## config.mk

```make
export PLATFORM = sky130hd
export DESIGN_NAME = ifetch_queue
export DESIGN_NICKNAME = d
export VERILOG_FILES = /design/src/rtl/ifq_pkg.sv /design/src/rtl/ifq_fetch.sv /design/src/rtl/ifq_store.sv /design/src/rtl/ifq_drain.sv /design/src/rtl/ifetch_queue.sv
export SDC_FILE = /design/constraint.sdc
export NUM_CORES = 1
export LEC_CHECK = 0
export BUFFER_PORTS_ARGS = -buffer_cell sky130_fd_sc_hd__clkbuf_2
export CORE_MARGIN = 2
export CORE_UTILIZATION = 40
export DETAILED_ROUTE_END_ITERATION = 10
export PLACE_DENSITY_LB_ADDON = 0.08
export SLEW_MARGIN = 10
export SYNTH_ARGS = -nofsm -noshare
export SYNTH_HDL_FRONTEND = slang
export SYNTH_SLANG_ARGS = --single-unit
```

## constraint.sdc

```tcl
create_clock -name clk -period 3.8 [get_ports clk]
set_input_delay 0.19 -clock clk [delete_from_list [all_inputs] [get_ports clk]]
set_output_delay 0.19 -clock clk [all_outputs]
set_load 0.03 [all_outputs]
```

## src/rtl/ifq_pkg.sv

```systemverilog
// Package: ifq_pkg
// Types shared by the prefetch queue modules.
// Assumes at most two bytes move in either direction in one cycle.
package ifq_pkg;

    // One instruction byte.
    typedef logic [7:0] ifq_byte_t;

    // Number of bytes moved in a cycle; the encoding equals the count.
    typedef enum logic [1:0] {
        XFER_NONE = 2'd0,
        XFER_ONE  = 2'd1,
        XFER_TWO  = 2'd2
    } ifq_xfer_e;

endpackage

```

## src/rtl/ifq_fetch.sv

```systemverilog
// Module: ifq_fetch
// Tracks the fetch address and issues word reads, one at a time.
// Turns each kept response into one or two bytes to push.
// Assumes: the storage reports room for a full word; responses arrive in order,
// at least one cycle after their request; flush has priority over a response.
module ifq_fetch
    import ifq_pkg::*;
#(
    parameter int            AW        = 16,
    parameter logic [AW-1:0] RESET_VEC = '0
) (
    input  logic      clk,
    input  logic      rst_n,
    input  logic      flush,
    input  logic [AW-1:0] flush_addr,
    input  logic      room_ok,
    input  logic      rsp_valid,
    input  logic [15:0] rsp_word,
    output logic      rd_req,
    output logic [AW-1:0] rd_addr,
    output ifq_xfer_e push_kind,
    output ifq_byte_t push_b0,
    output ifq_byte_t push_b1
);

    localparam logic [AW-1:0] STEP_ONE = AW'(1);
    localparam logic [AW-1:0] STEP_TWO = AW'(2);

    logic [AW-1:0] fetch_pc;
    logic          busy;
    logic          drop;
    logic          issue;
    logic          take;
    logic          odd_pc;

    // Decide on issue and acceptance from the current state only.
    always_comb begin
        odd_pc = fetch_pc[0];
        issue  = rst_n & ~busy & room_ok;
        take   = busy & rsp_valid & ~drop & ~flush;
    end

    // Drive the request address (bit 0 cleared) and the request strobe.
    always_comb begin
        rd_req  = issue;
        rd_addr = {fetch_pc[AW-1:1], 1'b0};
    end

    // Pick the bytes a kept response contributes.
    always_comb begin
        if (!take)       push_kind = XFER_NONE;
        else if (odd_pc) push_kind = XFER_ONE;
        else             push_kind = XFER_TWO;
        push_b0 = odd_pc ? rsp_word[15:8] : rsp_word[7:0];
        push_b1 = rsp_word[15:8];
    end

    // Outstanding-read flag: set on issue, cleared when its response arrives.
    always_ff @(posedge clk) begin
        if (!rst_n)         busy <= 1'b0;
        else if (issue)     busy <= 1'b1;
        else if (rsp_valid) busy <= 1'b0;
    end

    // Drop flag: marks the outstanding read as stale after a flush.
    always_ff @(posedge clk) begin
        if (!rst_n)         drop <= 1'b0;
        else if (flush)     drop <= (busy & ~rsp_valid) | issue;
        else if (rsp_valid) drop <= 1'b0;
    end

    // Fetch address: redirected by flush, advanced by the bytes pushed.
    always_ff @(posedge clk) begin
        if (!rst_n)     fetch_pc <= RESET_VEC;
        else if (flush) fetch_pc <= flush_addr;
        else if (take)  fetch_pc <= fetch_pc + (odd_pc ? STEP_ONE : STEP_TWO);
    end

endmodule

```

## src/rtl/ifq_store.sv

```systemverilog
// Module: ifq_store
// Circular byte storage of DEPTH slots: pushes up to two bytes and pops up to
// two bytes per cycle, and shows the two oldest bytes without delay.
// Assumes: callers never push beyond free space or pop beyond the count;
// clr is never high together with a push.
module ifq_store
    import ifq_pkg::*;
#(
    parameter int DEPTH = 6,
    localparam int PW = (DEPTH > 1) ? $clog2(DEPTH) : 1,
    localparam int CW = $clog2(DEPTH + 1)
) (
    input  logic      clk,
    input  logic      rst_n,
    input  logic      clr,
    input  ifq_xfer_e push_kind,
    input  ifq_byte_t push_b0,
    input  ifq_byte_t push_b1,
    input  ifq_xfer_e pop_kind,
    output ifq_byte_t head0,
    output ifq_byte_t head1,
    output logic [CW-1:0] count,
    output logic      room_ok
);

    localparam logic [CW-1:0] ROOM_LIMIT = CW'(DEPTH - 2);

    ifq_byte_t     slot [DEPTH];
    logic [PW-1:0] wr_ptr;
    logic [PW-1:0] rd_ptr;
    logic [PW-1:0] wr_nxt1;
    logic [PW-1:0] rd_nxt1;
    logic [1:0]    push_n;
    logic [1:0]    pop_n;

    // Advance a pointer by k slots, wrapping at DEPTH.
    function automatic logic [PW-1:0] wrap_add(input logic [PW-1:0] p, input logic [1:0] k);
        int unsigned s;
        s = int'(p) + int'(k);
        if (s >= DEPTH) s = s - DEPTH;
        return PW'(s);
    endfunction

    // Neighbour pointers and transfer sizes.
    always_comb begin
        push_n  = push_kind;
        pop_n   = pop_kind;
        wr_nxt1 = wrap_add(wr_ptr, 2'd1);
        rd_nxt1 = wrap_add(rd_ptr, 2'd1);
    end

    // Head bytes and space flag.
    always_comb begin
        head0   = slot[rd_ptr];
        head1   = slot[rd_nxt1];
        room_ok = (count <= ROOM_LIMIT);
    end

    // Slot writes: the first byte goes to the write pointer, the second to the next slot.
    always_ff @(posedge clk) begin
        if (!rst_n) begin
            for (int i = 0; i < DEPTH; i++) slot[i] <= '0;
        end else begin
            for (int i = 0; i < DEPTH; i++) begin
                if (push_n != 2'd0 && wr_ptr == PW'(i))
                    slot[i] <= push_b0;
                else if (push_n == 2'd2 && wr_nxt1 == PW'(i))
                    slot[i] <= push_b1;
            end
        end
    end

    // Pointers and count: cleared by flush, otherwise moved by push and pop.
    always_ff @(posedge clk) begin
        if (!rst_n || clr) begin
            wr_ptr <= '0;
            rd_ptr <= '0;
            count  <= '0;
        end else begin
            wr_ptr <= wrap_add(wr_ptr, push_n);
            rd_ptr <= wrap_add(rd_ptr, pop_n);
            count  <= count + CW'(push_n) - CW'(pop_n);
        end
    end

endmodule

```

## src/rtl/ifq_drain.sv

```systemverilog
// Module: ifq_drain
// Pop control for the execute side: decides whether the requested one or two
// bytes are present and turns an accepted request into a pop size.
// Assumes: a flush in the same cycle takes priority and suppresses the pop.
module ifq_drain
    import ifq_pkg::*;
#(
    parameter int DEPTH = 6,
    localparam int CW = $clog2(DEPTH + 1)
) (
    input  logic          pop_req,
    input  logic          pop_two,
    input  logic          flush,
    input  logic [CW-1:0] count,
    output logic          pop_ready,
    output ifq_xfer_e     pop_kind
);

    logic [CW-1:0] need;

    // Compare the stored count with the requested size and grant the pop.
    always_comb begin
        need      = pop_two ? CW'(2) : CW'(1);
        pop_ready = (count >= need);
        if (!pop_req || !pop_ready || flush) pop_kind = XFER_NONE;
        else if (pop_two)                    pop_kind = XFER_TWO;
        else                                 pop_kind = XFER_ONE;
    end

endmodule

```

## src/rtl/ifetch_queue.sv

```systemverilog
// Module: ifetch_queue
// Instruction prefetch byte queue: fetches 16-bit words ahead of execution into
// DEPTH byte slots and hands one or two bytes per cycle to the execute stage.
// Assumes: DEPTH >= 2; memory keeps at most one read outstanding and answers in order.
module ifetch_queue
    import ifq_pkg::*;
#(
    parameter int            DEPTH     = 6,
    parameter int            AW        = 16,
    parameter logic [AW-1:0] RESET_VEC = 16'h0100,
    localparam int CW = $clog2(DEPTH + 1)
) (
    input  logic          clk,
    input  logic          rst_n,
    input  logic          flush,
    input  logic [AW-1:0] flush_addr,
    input  logic          pop_req,
    input  logic          pop_two,
    output logic          pop_ready,
    output logic [15:0]   pop_data,
    output logic [CW-1:0] q_count,
    output logic          mem_req,
    output logic [AW-1:0] mem_addr,
    input  logic          mem_rvalid,
    input  logic [15:0]   mem_rdata
);

    ifq_xfer_e push_kind;
    ifq_xfer_e pop_kind;
    ifq_byte_t push_b0;
    ifq_byte_t push_b1;
    ifq_byte_t head0;
    ifq_byte_t head1;
    logic      room_ok;

    ifq_fetch #(.AW(AW), .RESET_VEC(RESET_VEC)) u_fetch (
        .clk        (clk),
        .rst_n      (rst_n),
        .flush      (flush),
        .flush_addr (flush_addr),
        .room_ok    (room_ok),
        .rsp_valid  (mem_rvalid),
        .rsp_word   (mem_rdata),
        .rd_req     (mem_req),
        .rd_addr    (mem_addr),
        .push_kind  (push_kind),
        .push_b0    (push_b0),
        .push_b1    (push_b1)
    );

    ifq_store #(.DEPTH(DEPTH)) u_store (
        .clk       (clk),
        .rst_n     (rst_n),
        .clr       (flush),
        .push_kind (push_kind),
        .push_b0   (push_b0),
        .push_b1   (push_b1),
        .pop_kind  (pop_kind),
        .head0     (head0),
        .head1     (head1),
        .count     (q_count),
        .room_ok   (room_ok)
    );

    ifq_drain #(.DEPTH(DEPTH)) u_drain (
        .pop_req   (pop_req),
        .pop_two   (pop_two),
        .flush     (flush),
        .count     (q_count),
        .pop_ready (pop_ready),
        .pop_kind  (pop_kind)
    );

    // Present the two oldest bytes, oldest in the low half.
    always_comb begin
        pop_data = {head1, head0};
    end

endmodule

```

== Word level (Yosys, flattened, before mapping) ==
Memory sizes are Yosys's and may differ from the RTL's. A register that Yosys moved wholly into a read port is not among the register bits.
Index checks and enable logic that the tools add are counted.
W data, S select, Z words.
Word-level totals
  input port bits: 38
  memories: 1
  register bits after elaboration: 27
  memory bits (writable): 48
Operators by class
  reductions and logical operators: 24
  bitwise logic cells: 23
  add/subtract/negate cells: 11
  equal/unequal tests: 11
  mux-type cells: 72
  magnitude comparators: 6
Memories
  u_store.slot: words 6, bits a word 8, rd ports 2, clocked after memory_dff 1, write ports 6, line ifq_store.sv:28  | ifq_byte_t slot [DEPTH];
Operators with widths (count)
  $mux W8: 13
  $mux W1: 46
  $mux W16: 2
  $add A16 B16 Y16: 1
  $ge A4 B3 Y1 const B: 4
  $mux W3: 5
  $or A1 B1 Y1: 13
  $eq A3 B2 Y1 const B: 4
  $eq A3 B3 Y1 const B: 4
  $logic_and A1 B1 Y1: 12
  $mux W2: 6
  $sub A3 B3 Y3 const B: 4
  $add A3 B1 Y4 const B: 2
  $add A3 B2 Y4: 2
  $reduce_bool A2 Y1: 4
  $and A1 B1 Y1: 6
  $eq A3 B1 Y1 const B: 2
  $logic_not A3 Y1: 2
  $not A1 Y1: 4
  $add A3 B2 Y3: 1
  $ge A3 B3 Y1: 1
  $le A3 B3 Y1 const B: 1
  $logic_not A1 Y1: 3
  $logic_or A1 B1 Y1: 3
  other kinds (2): 2

== Longest topological paths before layout ==
Gate-level depths: netlist (run 1).
  depth after elaboration: 11
  depth in mapped cells: 12
  gate-level depth less buffers: 12

== Hierarchy ==
From an unflattened synthesis (run 1), not the netlist that was laid out.
Unflattened totals
  cells, all modules: 493
  area, all modules: 5088.6 µm²
By module, submodules not included
  ifq_store: instances 1, seq. area each 1621.6 µm², cells an instance 329, area an instance 3718.6 µm²
  ifq_fetch: instances 1, seq. area each 360.3 µm², cells an instance 155, area an instance 1297.5 µm²
  ifq_drain: instances 1, seq. area each 0.0 µm², cells an instance 9, area an instance 72.6 µm²

== Worst setup path after synthesis (run 1) ==
No wires, ideal clock.
  kind: flip-flop to flip-flop
  start: register u_store.count[0]
  end: register u_store.count[2]
  path buffers: 0
  cell stages (with the launch flop): 12
  clock period less this slack: 3107 ps
  data arrival time: 2991 ps
  setup slack: 693 ps
  data required time: 3685 ps
  path through: dfxtp_1 -> inv_1 -> ha_1 -> nand2b_1 -> a211o_1 -> and4_1 -> fa_1 -> inv_1 -> fa_1 -> xor2_1 -> xnor2_1 -> nor2_1
Between the ends
  longest elaborated chain between the ends: 6
  elaborated cells on any way between the ends: 7
  those cells by class: 2 x add/sub; 1 x order compare; 1 x mux; 3 x reduce/logical
RTL lines
  from (decl): line ifq_store.sv:22  | output logic [CW-1:0] count,
  from (signal assigned): line ifq_store.sv:82  | count <= count + CW'(push_n) - CW'(pop_n);
  $ge A3 B3 Y1: line ifq_drain.sv:24  | pop_ready = (count >= need);
  net pop_ready: line ifetch_queue.sv:19  | output logic pop_ready,
  $logic_not A1 Y1: line ifq_drain.sv:25  | if (!pop_req || !pop_ready || flush) pop_kind = XFER_NONE;
  $logic_or A1 B1 Y1 (2 in series): line ifq_drain.sv:25
  $mux W2: line ifq_drain.sv:25
  $sub A3 B2 Y3: line ifq_store.sv:82
The timed path passes the listed nets, and every way through them passes these cells.
A chain may end at the register's enable or synchronous reset.

== Worst setup path after layout (run 1) ==
  start: register u_store.rd_ptr[1]
  end: output port pop_data[15]
Between the ends
  longest elaborated chain between the ends: 4
  elaborated cells on any way between the ends: 5
  those cells by class: 2 x add/sub; 1 x order compare; 1 x mux; 1 x memory
RTL lines
  from (decl): line ifq_store.sv:30  | logic [PW-1:0] rd_ptr;
  from (signal assigned): line ifq_store.sv:81  | rd_ptr <= wrap_add(rd_ptr, pop_n);
  $add A3 B1 Y4 *: line ifq_store.sv:39  | s = int'(p) + int'(k);
  $ge A4 B3 Y1 or $sub A3 B3 Y3 (tied branches): line ifq_store.sv:40  | if (s >= DEPTH) s = s - DEPTH;
  $mux W3 *: line ifq_store.sv:40
  $mem_v2 Z6 W8 *
  to (decl): line ifetch_queue.sv:20  | output logic [15:0] pop_data,
Every way passes the cells marked *; elsewhere a longest branch is shown, timed or not.

==> results of run 1 <==
-- power breakdown --
group          switching, mW  total [mW]  internal (mW)
sequential            0.0324       0.935          0.902
combinational          0.174       0.274         0.0995
clock                  0.324       0.832          0.508
-- flip-flops by register name, indices dropped and copies added (netlist names) --
name,cells
u_store.rd_ptr,3
u_fetch.busy,1
u_store.count,3
u_fetch.drop,1
u_store.slot,48
u_fetch.fetch_pc,16
u_store.wr_ptr,3
-- logic make-up after synthesis --
logic type      Yosys count
fa+ha+maj                21
simple gates            127
other cells               1
xor+xnor                 20
mux                      34
buf+inv                  57
flops                    75
compound gates          140
-- critical path, delay by kind of cell, from the launching register on --
kind / cells / cell delay, ns
buffers and inverters: 2 / 0.50
adder cells (fa/ha/maj): 1 / 0.29
XOR/XNOR: 1 / 0.29
flip-flops: 1 / 0.39
AO/OA/AOI/OAI: 4 / 1.13
-- stage by stage --
step	power (mW)	area (sq um)	util, %	instances
final	2.04	5580	46.7	684
after global routing	2.12	5580	46.7	684
after CTS	2.06	5580	46.7	684
after detailed placement	1.22	5300	44.3	668
after global placement	1.22	5300	44.3	668
after floorplan	1.14	4880	-	475
-- cell usage in the layout (no fill, tap or decap), types with 3 or more instances in the layout --
| master | instances |
|---|---|
| nor2_1 | 30 |
| xnor2_1 | 11 |
| nand3_1 | 6 |
| and4_1 | 4 |
| a32o_1 | 3 |
| mux2i_1 | 25 |
| edfxtp_1 | 48 |
| nor3b_1 | 10 |
| clkbuf_2 | 73 |
| ha_1 | 17 |
| a211oi_1 | 10 |
| buf_4 | 11 |
| a22o_1 | 37 |
| dfxtp_1 | 26 |
| and2_1 | 6 |
| nor3_1 | 8 |
| inv_1 | 18 |
| clkbuf_1 | 4 |
| a21oi_1 | 17 |
| fa_1 | 4 |
| clkbuf_16 | 9 |
| o22ai_1 | 8 |
| or3_1 | 3 |
| o21ai_0 | 31 |
| a31oi_1 | 4 |
| o221ai_1 | 8 |
| nand2_1 | 36 |
| and3_1 | 7 |
| mux4_2 | 8 |
| xor2_1 | 9 |
| nand2b_1 | 3 |
| nand4_1 | 3 |
-- worst paths after layout --
check,end,from,cells after the start
min,u_fetch.fetch_pc[5],flush_addr[5],3
max,pop_data[15],u_store.rd_ptr[1],8
min reg2reg,u_fetch.drop,u_fetch.drop,2
max reg2reg,u_store.count[2],u_store.count[0],11
-- layer usage --
layer | track usage (%) | share of wire, % | up-vias
met3 | 4.39 | 6.5 | 16
met1 | 28.6 | 47 | 1902
met4 | 5.28 | 1.1 | 0
met2 | 32.1 | 46 | 148
li1 | - | - | 1909
met5 | 0 | 0 | -
-- layout make-up --
| class | count | area (sq um) |
|---|---|---|
| multi-input cells | 343 | 2610 |
| fillers | 1121 | 6380 |
| clock buffers | 13 | 240 |
| clock inverters | 3 | 42.5 |
| well taps | 147 | 184 |
| repair buffers | 84 | 448 |
| flip-flops and latches | 75 | 1980 |
| inverters | 19 | 71.3 |
==> impl_metrics.json, run 1 <==
{
  "grt_overflow_total": 0,
  "yosys.area_share.simple_pct": 13.9,
  "ys_ff_latch": 75,
  "clock_path_buffers": 2,
  "syn_to_final_growth_pct": 14.4,
  "tns_ns": 0,
  "grt_pass1_vias": 3791,
  "yosysSeqAreaShare_pct": 40.6,
  "timing.fmax_mhz": 320,
  "max_stage_delay_ns": 0.54,
  "nNetsFinal": 591,
  "synthArstFlopShare_pct": 0,
  "slew_headroom_pct": 23.3,
  "cts_htree_levels": 3,
  "yosys_warnings": 0,
  "synth_mux_area_share_pct": 9.06,
  "routed_wl_microns": 12900,
  "drc": 0,
  "synthFlopType": "edfxtp_1",
  "dr.pass1.iters": 5,
  "antenna_found_initial": 0,
  "synth_common_cells": "edfxtp_1, a22o_1, nand2_1",
  "wire_per_inst_microns": 18.8,
  "crit_chain": "buf_4 > ha_1 > xor2_1 > a221oi_1 > o21ai_1 > o221ai_1 > o22ai_1 > clkbuf_2",
  "clk_latency_ns": 0.34,
  "synthMostInstantiatedCell": "edfxtp_1",
  "critPathMaxFanout": 13,
  "slew_violations": 0,
  "syn_area_per_cell_sq_um": 10.3,
  "synth_compound_area_share_pct": 21.0,
  "rrSetupSlack_ns": 0.98,
  "die_area_sq_um": 13100,
  "grt_max_degree": 39,
  "power.density_nw_per_um2": 366,
  "vias": 3975,
  "syn_area_sq_um": 4880,
  "ir_drop_mv": 0.228,
  "synth_edf_count": 48,
  "dp_slack_ns": 0.982,
  "yosysUniqueCellTypes": 61,
  "gp_congestion": 0.831,
  "setup_violations": 0,
  "min_period_over_period_pct": 82.2,
  "path_clk_slew_ns": 0.06,
  "end_kind": "output pin",
  "cts-resized-gates": 0,
  "numPortBuffers": 73,
  "core_area_sq_um": 12000,
  "fin_crit_ns": 3.12,
  "chipWidth_microns": 114,
  "whs_ns": 0.0909,
  "setup.worst_path.start_class": "flip-flop",
  "crit_slowest_cell": "o21ai_1",
  "grt_pass1_wl_microns": 20600,
  "crit_required_ns": 3.61,
  "hp-class": "in -> reg",
  "ant_nets": 0,
  "arrival_ns": 2.93,
  "drt-initial-drc-count": 326,
  "cts.hold.buffers_added": 0,
  "drive_gt1_share_pct": 21.8,
  "vias_per_cell": 5.81,
  "max_cap_violations": 0,
  "n_antenna_cell": 0,
  "synth_xor_xnor_area_share_pct": 3.59,
  "fin_ws_ns": 0.675,
  "status": "complete, no violations",
  "cts_tree": "yes",
  "die_h_microns": 114,
  "rsz0062_at_grt": "false",
  "synth_area_leaders": "edfxtp_1, dfxtp_1, a22o_1",
  "num_rows": 40,
  "synth_fa_ha_area_share_pct": 6.00,
  "p_leak_nw": 2.21,
  "synthesis.nets": 534,
  "cts_setup_buffers": 0,
  "synth_top_area_share_pct": 29.6,
  "syn_inst": 475,
  "finalHoldViolations": 0,
  "ios": 75,
  "numClockSinks": 75,
  "dp_hpwl_microns": 9650,
  "cts_root_buf": "clkbuf_16",
  "finClkSkew_ns": 0.00748,
  "grt_util_all_layers_pct": 20.4,
  "synth_top_family_by_area": "compound AO/OA/AOI/OAI gates",
  "yosysTopAreaCell": "edfxtp_1",
  "tightest_slew_ns": 1.14,
  "numCtsBuffers": 9,
  "critical_path_class": "reg -> out",
  "start_util_pct": 40.8
}
(Power assumes the default switching activity.)
==> run 2: changes to the inputs <==
- clock period: 3.8 -> 2.8 ns (I/O delays scaled with it)
==> run 2 against run 1 <==
Compared with the run above: cell count rose by 1.9%; register-to-register slack got worse by 0.86 ns; routed wire length rose by 4.6%; via count rose by 1.1%; critical path type is now reg -> reg.
==> impl_metrics.json, run 2 (synthesized netlist as in run 1, its figures left out) <==
{
  "gp_congestion": 0.837,
  "switching_share_pct": 26.1,
  "largest_register": "u_store.slot",
  "cts_tree": "yes",
  "wl_met3_microns": 715,
  "path_depth": 11,
  "drc": 0,
  "wl_met2_microns": 6370,
  "antenna_found_initial": 0,
  "grt_pass1_wl_microns": 21700,
  "vias": 4020,
  "nNetsFinal": 604,
  "nFillCells": 1145,
  "grt_pass1_vias": 3958,
  "crit_top_cell": "inv_1",
  "clock_path_buffers": 2,
  "grt_max_degree": 37,
  "largest_reg_flops": 48,
  "start_util_pct": 40.8,
  "finalHoldViolations": 0,
  "reg2regPathDepth": 11,
  "drt-met1-wl_microns": 6190,
  "numCtsBuffers": 9,
  "switchingPower_uw": 729,
  "num_rows": 40,
  "n_antenna_cell": 0,
  "highest_layer": "met4",
  "routed_wl_microns": 13500,
  "dr.pass1.iters": 5,
  "slew_violations": 0,
  "rsz0062_at_grt": "false",
  "min_period_over_period_pct": 95.9,
  "wire_per_inst_microns": 19.3,
  "vias_per_cell": 5.77,
  "die_h_microns": 114,
  "crit_required_ns": 3.02,
  "drt-initial-drc-count": 283,
  "p_int_mw": 2.06,
  "setup_violations": 0,
  "placed_area_sq_um": 5400,
  "drive_gt1_share_pct": 25.1,
  "worstHoldPathCells": 3,
  "critical_path_class": "reg -> reg",
  "ant_nets": 0,
  "p_leak_nw": 2.29,
  "crit_family": "adder cells",
  "numClockSinks": 75,
  "finClkSkew_ns": 0.00588,
  "grt_overflow_total": 0,
  "largest_registers": "u_store.slot (48), u_fetch.fetch_pc (16)",
  "grt_util_all_layers_pct": 21.5,
  "critPathMaxFanout": 3,
  "numPortBuffers": 73,
  "cts_htree_levels": 3,
  "cts_root_buf": "clkbuf_16",
  "syn_to_final_growth_pct": 17.4,
  "ir_drop_mv": 0.244,
  "p_clk_share_pct": 40.6,
  "cts.hold.buffers_added": 0,
  "max_cap_violations": 0,
  "max_stage_delay_ns": 0.48,
  "power.density_nw_per_um2": 487,
  "dp_cells": 680,
  "crit_buf_inv": 2,
  "ios": 75,
  "crit_slowest_cell": "fa_1",
  "layout_common_cells": "clkbuf_2, edfxtp_1, a22o_1",
  "status": "complete, no violations",
  "arrival_ns": 2.90,
  "slew_headroom_pct": 51.9,
  "tns_ns": 0,
  "tightest_slew_ns": 0.719,
  "setup.worst_path.start_class": "flip-flop",
  "crit_chain": "inv_1 > ha_1 > nand2b_4 > a211o_4 > and4_4 > fa_1 > inv_1 > fa_2 > xor2_1 > xnor2_1 > nor2_1",
  "die_area_sq_um": 13100,
  "clk_latency_ns": 0.33,
  "final_cell_area_sq_um": 5730,
  "combPwrFrac_pct": 14.0,
  "core_area_sq_um": 12000,
  "dp_hpwl_microns": 10100,
  "timing.fmax_mhz": 373,
  "fin_crit_ns": 2.68,
  "instances_no_fill": 697,
  "chipWidth_microns": 114,
  "final_common_cell": "clkbuf_2",
  "seqPwrFrac_pct": 45.5,
  "hp-class": "in -> reg",
  "path_clk_slew_ns": 0.06,
  "end_kind": "flip-flop"
}
-- run 2: power groups by stage --
stage          sequential, mW  clock [mW]  combinational, mW
6_report                 1.27        1.13              0.389
2_1_floorplan            1.28           0              0.268
5_1_grt                  1.28        1.19              0.425
4_1_cts                  1.27        1.15              0.388
3_5_place_dp             1.29           0              0.386
3_3_place_gp             1.29           0              0.381
-- run 2: final timing paths --
kind | start | end | slack (ns)
setup reg to reg | u_store.count[0] | u_store.count[2] | 0.12
hold reg to reg | u_fetch.drop | u_fetch.drop | 0.52
setup / recovery | u_store.count[0] | u_store.count[2] | 0.12
hold / removal | flush_addr[5] | u_fetch.fetch_pc[5] | 0.04
-- run 2: layout make-up --
class | instances | area [sq um] | share of cell area [%]
clock buffers | 12 | 236 | 4.13
clock inverters | 4 | 50.0 | 0.874
inverters | 19 | 71.3 | 1.25
multi-input cells | 343 | 2650 | 46.3
flip-flops and latches | 75 | 1990 | 34.7
well taps | 147 | 184 | 3.21
repair buffers | 97 | 549 | 9.59
-- run 2: worst register-to-register path: stages, from the launching register on --
cell and delay, ns:
dfxtp_4 0.35, inv_1 0.05, ha_1 0.28, nand2b_4 0.14, a211o_4 0.32, and4_4 0.17, fa_1 0.48, inv_1 0.06
fa_2 0.38, xor2_1 0.16, xnor2_1 0.13, nor2_1 0.05
-- run 2: repair_timing --
item,CTS,global route
gates resized for setup,1,5
gates cloned,0,0
setup buffers,0,1
pin swaps,0,3
setup endpoints to repair,8,9
hold endpoints to repair,0,0
-- run 2: layer usage --
metal	GRT usage, %	vias to the layer above
met5	0	-
met4	6.02	0
met3	4.08	14
met2	34.5	100
met1	29.8	1977
li1	-	1929
-- run 2: stage by stage --
step	worst slack, ns	utilization (%)	power, mW	hold slack, ns
floorplan	0.0358	-	1.55	0.256
global placement	0.136	45.2	1.67	0.371
detailed placement	0.0876	45.2	1.68	0.382
CTS	0.0531	47.6	2.81	0.0394
global route	0.00923	47.9	2.89	0.0518
finish	0.116	47.9	2.79	0.0435
==> run 3: changes to the inputs <==
- SYNTH_HIERARCHICAL: not set -> 1
==> run 3 against run 2 <==
Compared with the run above: register-to-register slack worse by 0.03 ns; global-route usage down 1.5 points; cell count up 5.0%; highest routed layer unchanged; critical path type unchanged; synthesized cell count up 3.8%.
==> impl_metrics.json, run 3 <==
{
  "p_leak_nw": 2.40,
  "cp-startpoint": "u_store/count[0]",
  "largest_register": "u_store/slot",
  "clk_latency_ns": 0.33,
  "vias": 4038,
  "synth_area_leaders": "edfxtp_1, dfxtp_1, a22o_1",
  "cts_root_buf": "clkbuf_16",
  "cts_htree_levels": 3,
  "cts.hold.buffers_added": 0,
  "crit_slowest_cell": "fa_2",
  "crit_chain": "inv_1 > ha_1 > nand2b_4 > a211oi_4 > nor4b_4 > ha_2 > inv_1 > fa_2 > nor2_1 > mux2_2 > a21oi_2 > nor2_1",
  "path_clk_slew_ns": 0.06,
  "setup.worst_path.start_class": "flip-flop",
  "synth_common_cells": "a22o_1, edfxtp_1, dfxtp_1",
  "die_area_sq_um": 13600,
  "arrival_ns": 2.93,
  "ys_ff_latch": 75,
  "end_kind": "flip-flop",
  "grt_max_degree": 32,
  "syn_inst": 493,
  "critPathMaxFanout": 6,
  "start_util_pct": 40.7,
  "routed_wl_microns": 13200,
  "finalHoldViolations": 0,
  "tightest_slew_ns": 0.956,
  "max_cap_violations": 0,
  "crit_buf_inv": 2,
  "rrSetupSlack_ns": 0.08,
  "syn_area_sq_um": 5090,
  "reg2reg_to": "u_store/rd_ptr[1]",
  "min_period_over_period_pct": 97.1,
  "chipWidth_microns": 117,
  "numCtsBuffers": 9,
  "die_h_microns": 117,
  "ir_drop_mv": 0.211,
  "slew_violations": 0,
  "wire_per_inst_microns": 18.0,
  "power.density_nw_per_um2": 483,
  "numPortBuffers": 73,
  "reg2regPathDepth": 12,
  "critical_path_class": "reg -> reg",
  "whs_ns": 0.0405,
  "r2r_start": "u_store/count[0]",
  "cts_setup_buffers": 0,
  "core_area_sq_um": 12500,
  "gp_congestion": 0.854,
  "nFillCells": 1229,
  "antenna_found_initial": 2,
  "finClkSkew_ns": 0.00595,
  "synth_edf_count": 48,
  "largest_reg_flops": 48,
  "p_total_mw": 2.86,
  "cts_tree": "yes",
  "crit_family": "adder cells",
  "grt_overflow_total": 0,
  "final_cell_area_sq_um": 5930,
  "ios": 75,
  "yosysTopAreaCell": "edfxtp_1",
  "grt_util_all_layers_pct": 20.1,
  "dp_hpwl_microns": 9690,
  "vias_per_cell": 5.52,
  "placed_area_sq_um": 5560,
  "grt.busiest_layer": "met2",
  "largest_registers": "u_store/slot (48), u_fetch/fetch_pc (16)",
  "hp-class": "in -> reg",
  "path_depth": 12,
  "timing.fmax_mhz": 368,
  "synthArstFlopShare_pct": 0,
  "fin_ws_ns": 0.0825,
  "final_common_cell": "clkbuf_2",
  "ant_nets": 0,
  "crit_path_end": "u_store/rd_ptr[1]",
  "grt_pass1_wl_microns": 20700,
  "yosysUniqueCellTypes": 61,
  "met1_usage_pct": 27.8,
  "synth_top_area_share_pct": 28.3,
  "fin_crit_ns": 2.72,
  "slew_headroom_pct": 36.0,
  "yosys_warnings": 6,
  "drive_gt1_share_pct": 27.9,
  "syn_area_per_cell_sq_um": 10.3,
  "setup_violations": 0,
  "drt-initial-drc-count": 218,
  "grt_pass1_vias": 3824,
  "postLayoutCoreUtil_pct": 47.4,
  "dr.pass1.iters": 4,
  "max_stage_delay_ns": 0.62,
  "synthesis.nets": 552,
  "syn_to_final_growth_pct": 16.5,
  "numClockSinks": 75,
  "nNetsFinal": 613,
  "grt_use_met2_pct": 31.8,
  "dp_slack_ns": 0.00867,
  "status": "complete, no violations",
  "crit_required_ns": 3.01,
  "grt_use_met3_pct": 3.45,
  "drc": 0,
  "layout_common_cells": "clkbuf_2, a22o_1, edfxtp_1",
  "num_rows": 41,
  "clock_path_buffers": 2,
  "synthFlopType": "edfxtp_1",
  "yosysSeqAreaShare_pct": 38.9
}
==> run 3: how the worst min path moves through the flow <==
stage | start | endpoint | depth (start not counted)
5_1_grt | flush_addr[8] | u_fetch/fetch_pc[8] | 3
3_5_place_dp | flush_addr[8] | u_fetch/fetch_pc[8] | 3
2_1_floorplan | flush_addr[8] | u_fetch/fetch_pc[8] | 2
3_3_place_gp | flush_addr[8] | u_fetch/fetch_pc[8] | 3
4_1_cts | flush_addr[8] | u_fetch/fetch_pc[8] | 3
6_report | flush_addr[8] | u_fetch/fetch_pc[8] | 3
==> run 3: logic make-up (layout without fill, tap and decap cells) <==
family | Yosys count | after routing | share of synthesized area (%)
mux | 45 | 45 | 11.3
compound gates | 130 | 130 | 18.3
buf+inv | 72 | 138 | 7.87
other cells | 1 | 2 | 0.0737
flops | 75 | 75 | 38.9
simple gates | 136 | 136 | 15.5
fa+ha+maj | 21 | 21 | 5.75
xor+xnor | 13 | 13 | 2.24
==> run 3: through the flow <==
| stage | setup TNS [ns] | std cells |
|---|---|---|
| 6_report | 0 | 732 |
| 2_1_floorplan | 0 | 493 |
| 5_1_grt | -0.0260 | 731 |
| 3_3_place_gp | 0 | 715 |
| 4_1_cts | 0 | 731 |
| 3_5_place_dp | 0 | 715 |
==> run 3: layout make-up <==
class	instances	area, sq um	share of cell area, %
Inverter	21	78.8	1.33
Tap cell	172	215	3.63
Antenna cell	1	2.50	0.0422
Multi-Input combinational cell	346	2770	46.7
Clock buffer	12	246	4.16
Clock inverter	4	50.0	0.844
Timing Repair Buffer	101	583	9.84
Sequential cell	75	1980	33.5
==> run 3: timing repair <==
action,in CTS,in global routing
gates resized for setup,3,18
pin swaps,0,4
setup endpoints to repair,2,7
==> run 3: where the power goes <==
part / internal [mW] / switching (mW)
logic: 0.165 / 0.263
clock network: 0.715 / 0.447
registers: 1.23 / 0.0482
total: 2.11 / 0.758
==> run 3: tightest hold or removal path, delay by kind of cell <==
kind	cells	cell delay, ns
buffers and inverters	2	0.12
AOI/OAI and AO/OA	1	0.07
==> run 3: routing by layer <==
metal,routed length [microns],vias to the layer above
met3,638,19
met1,6190,1927
li1,-,1972
met2,6020,120
met5,0,-
met4,306,0
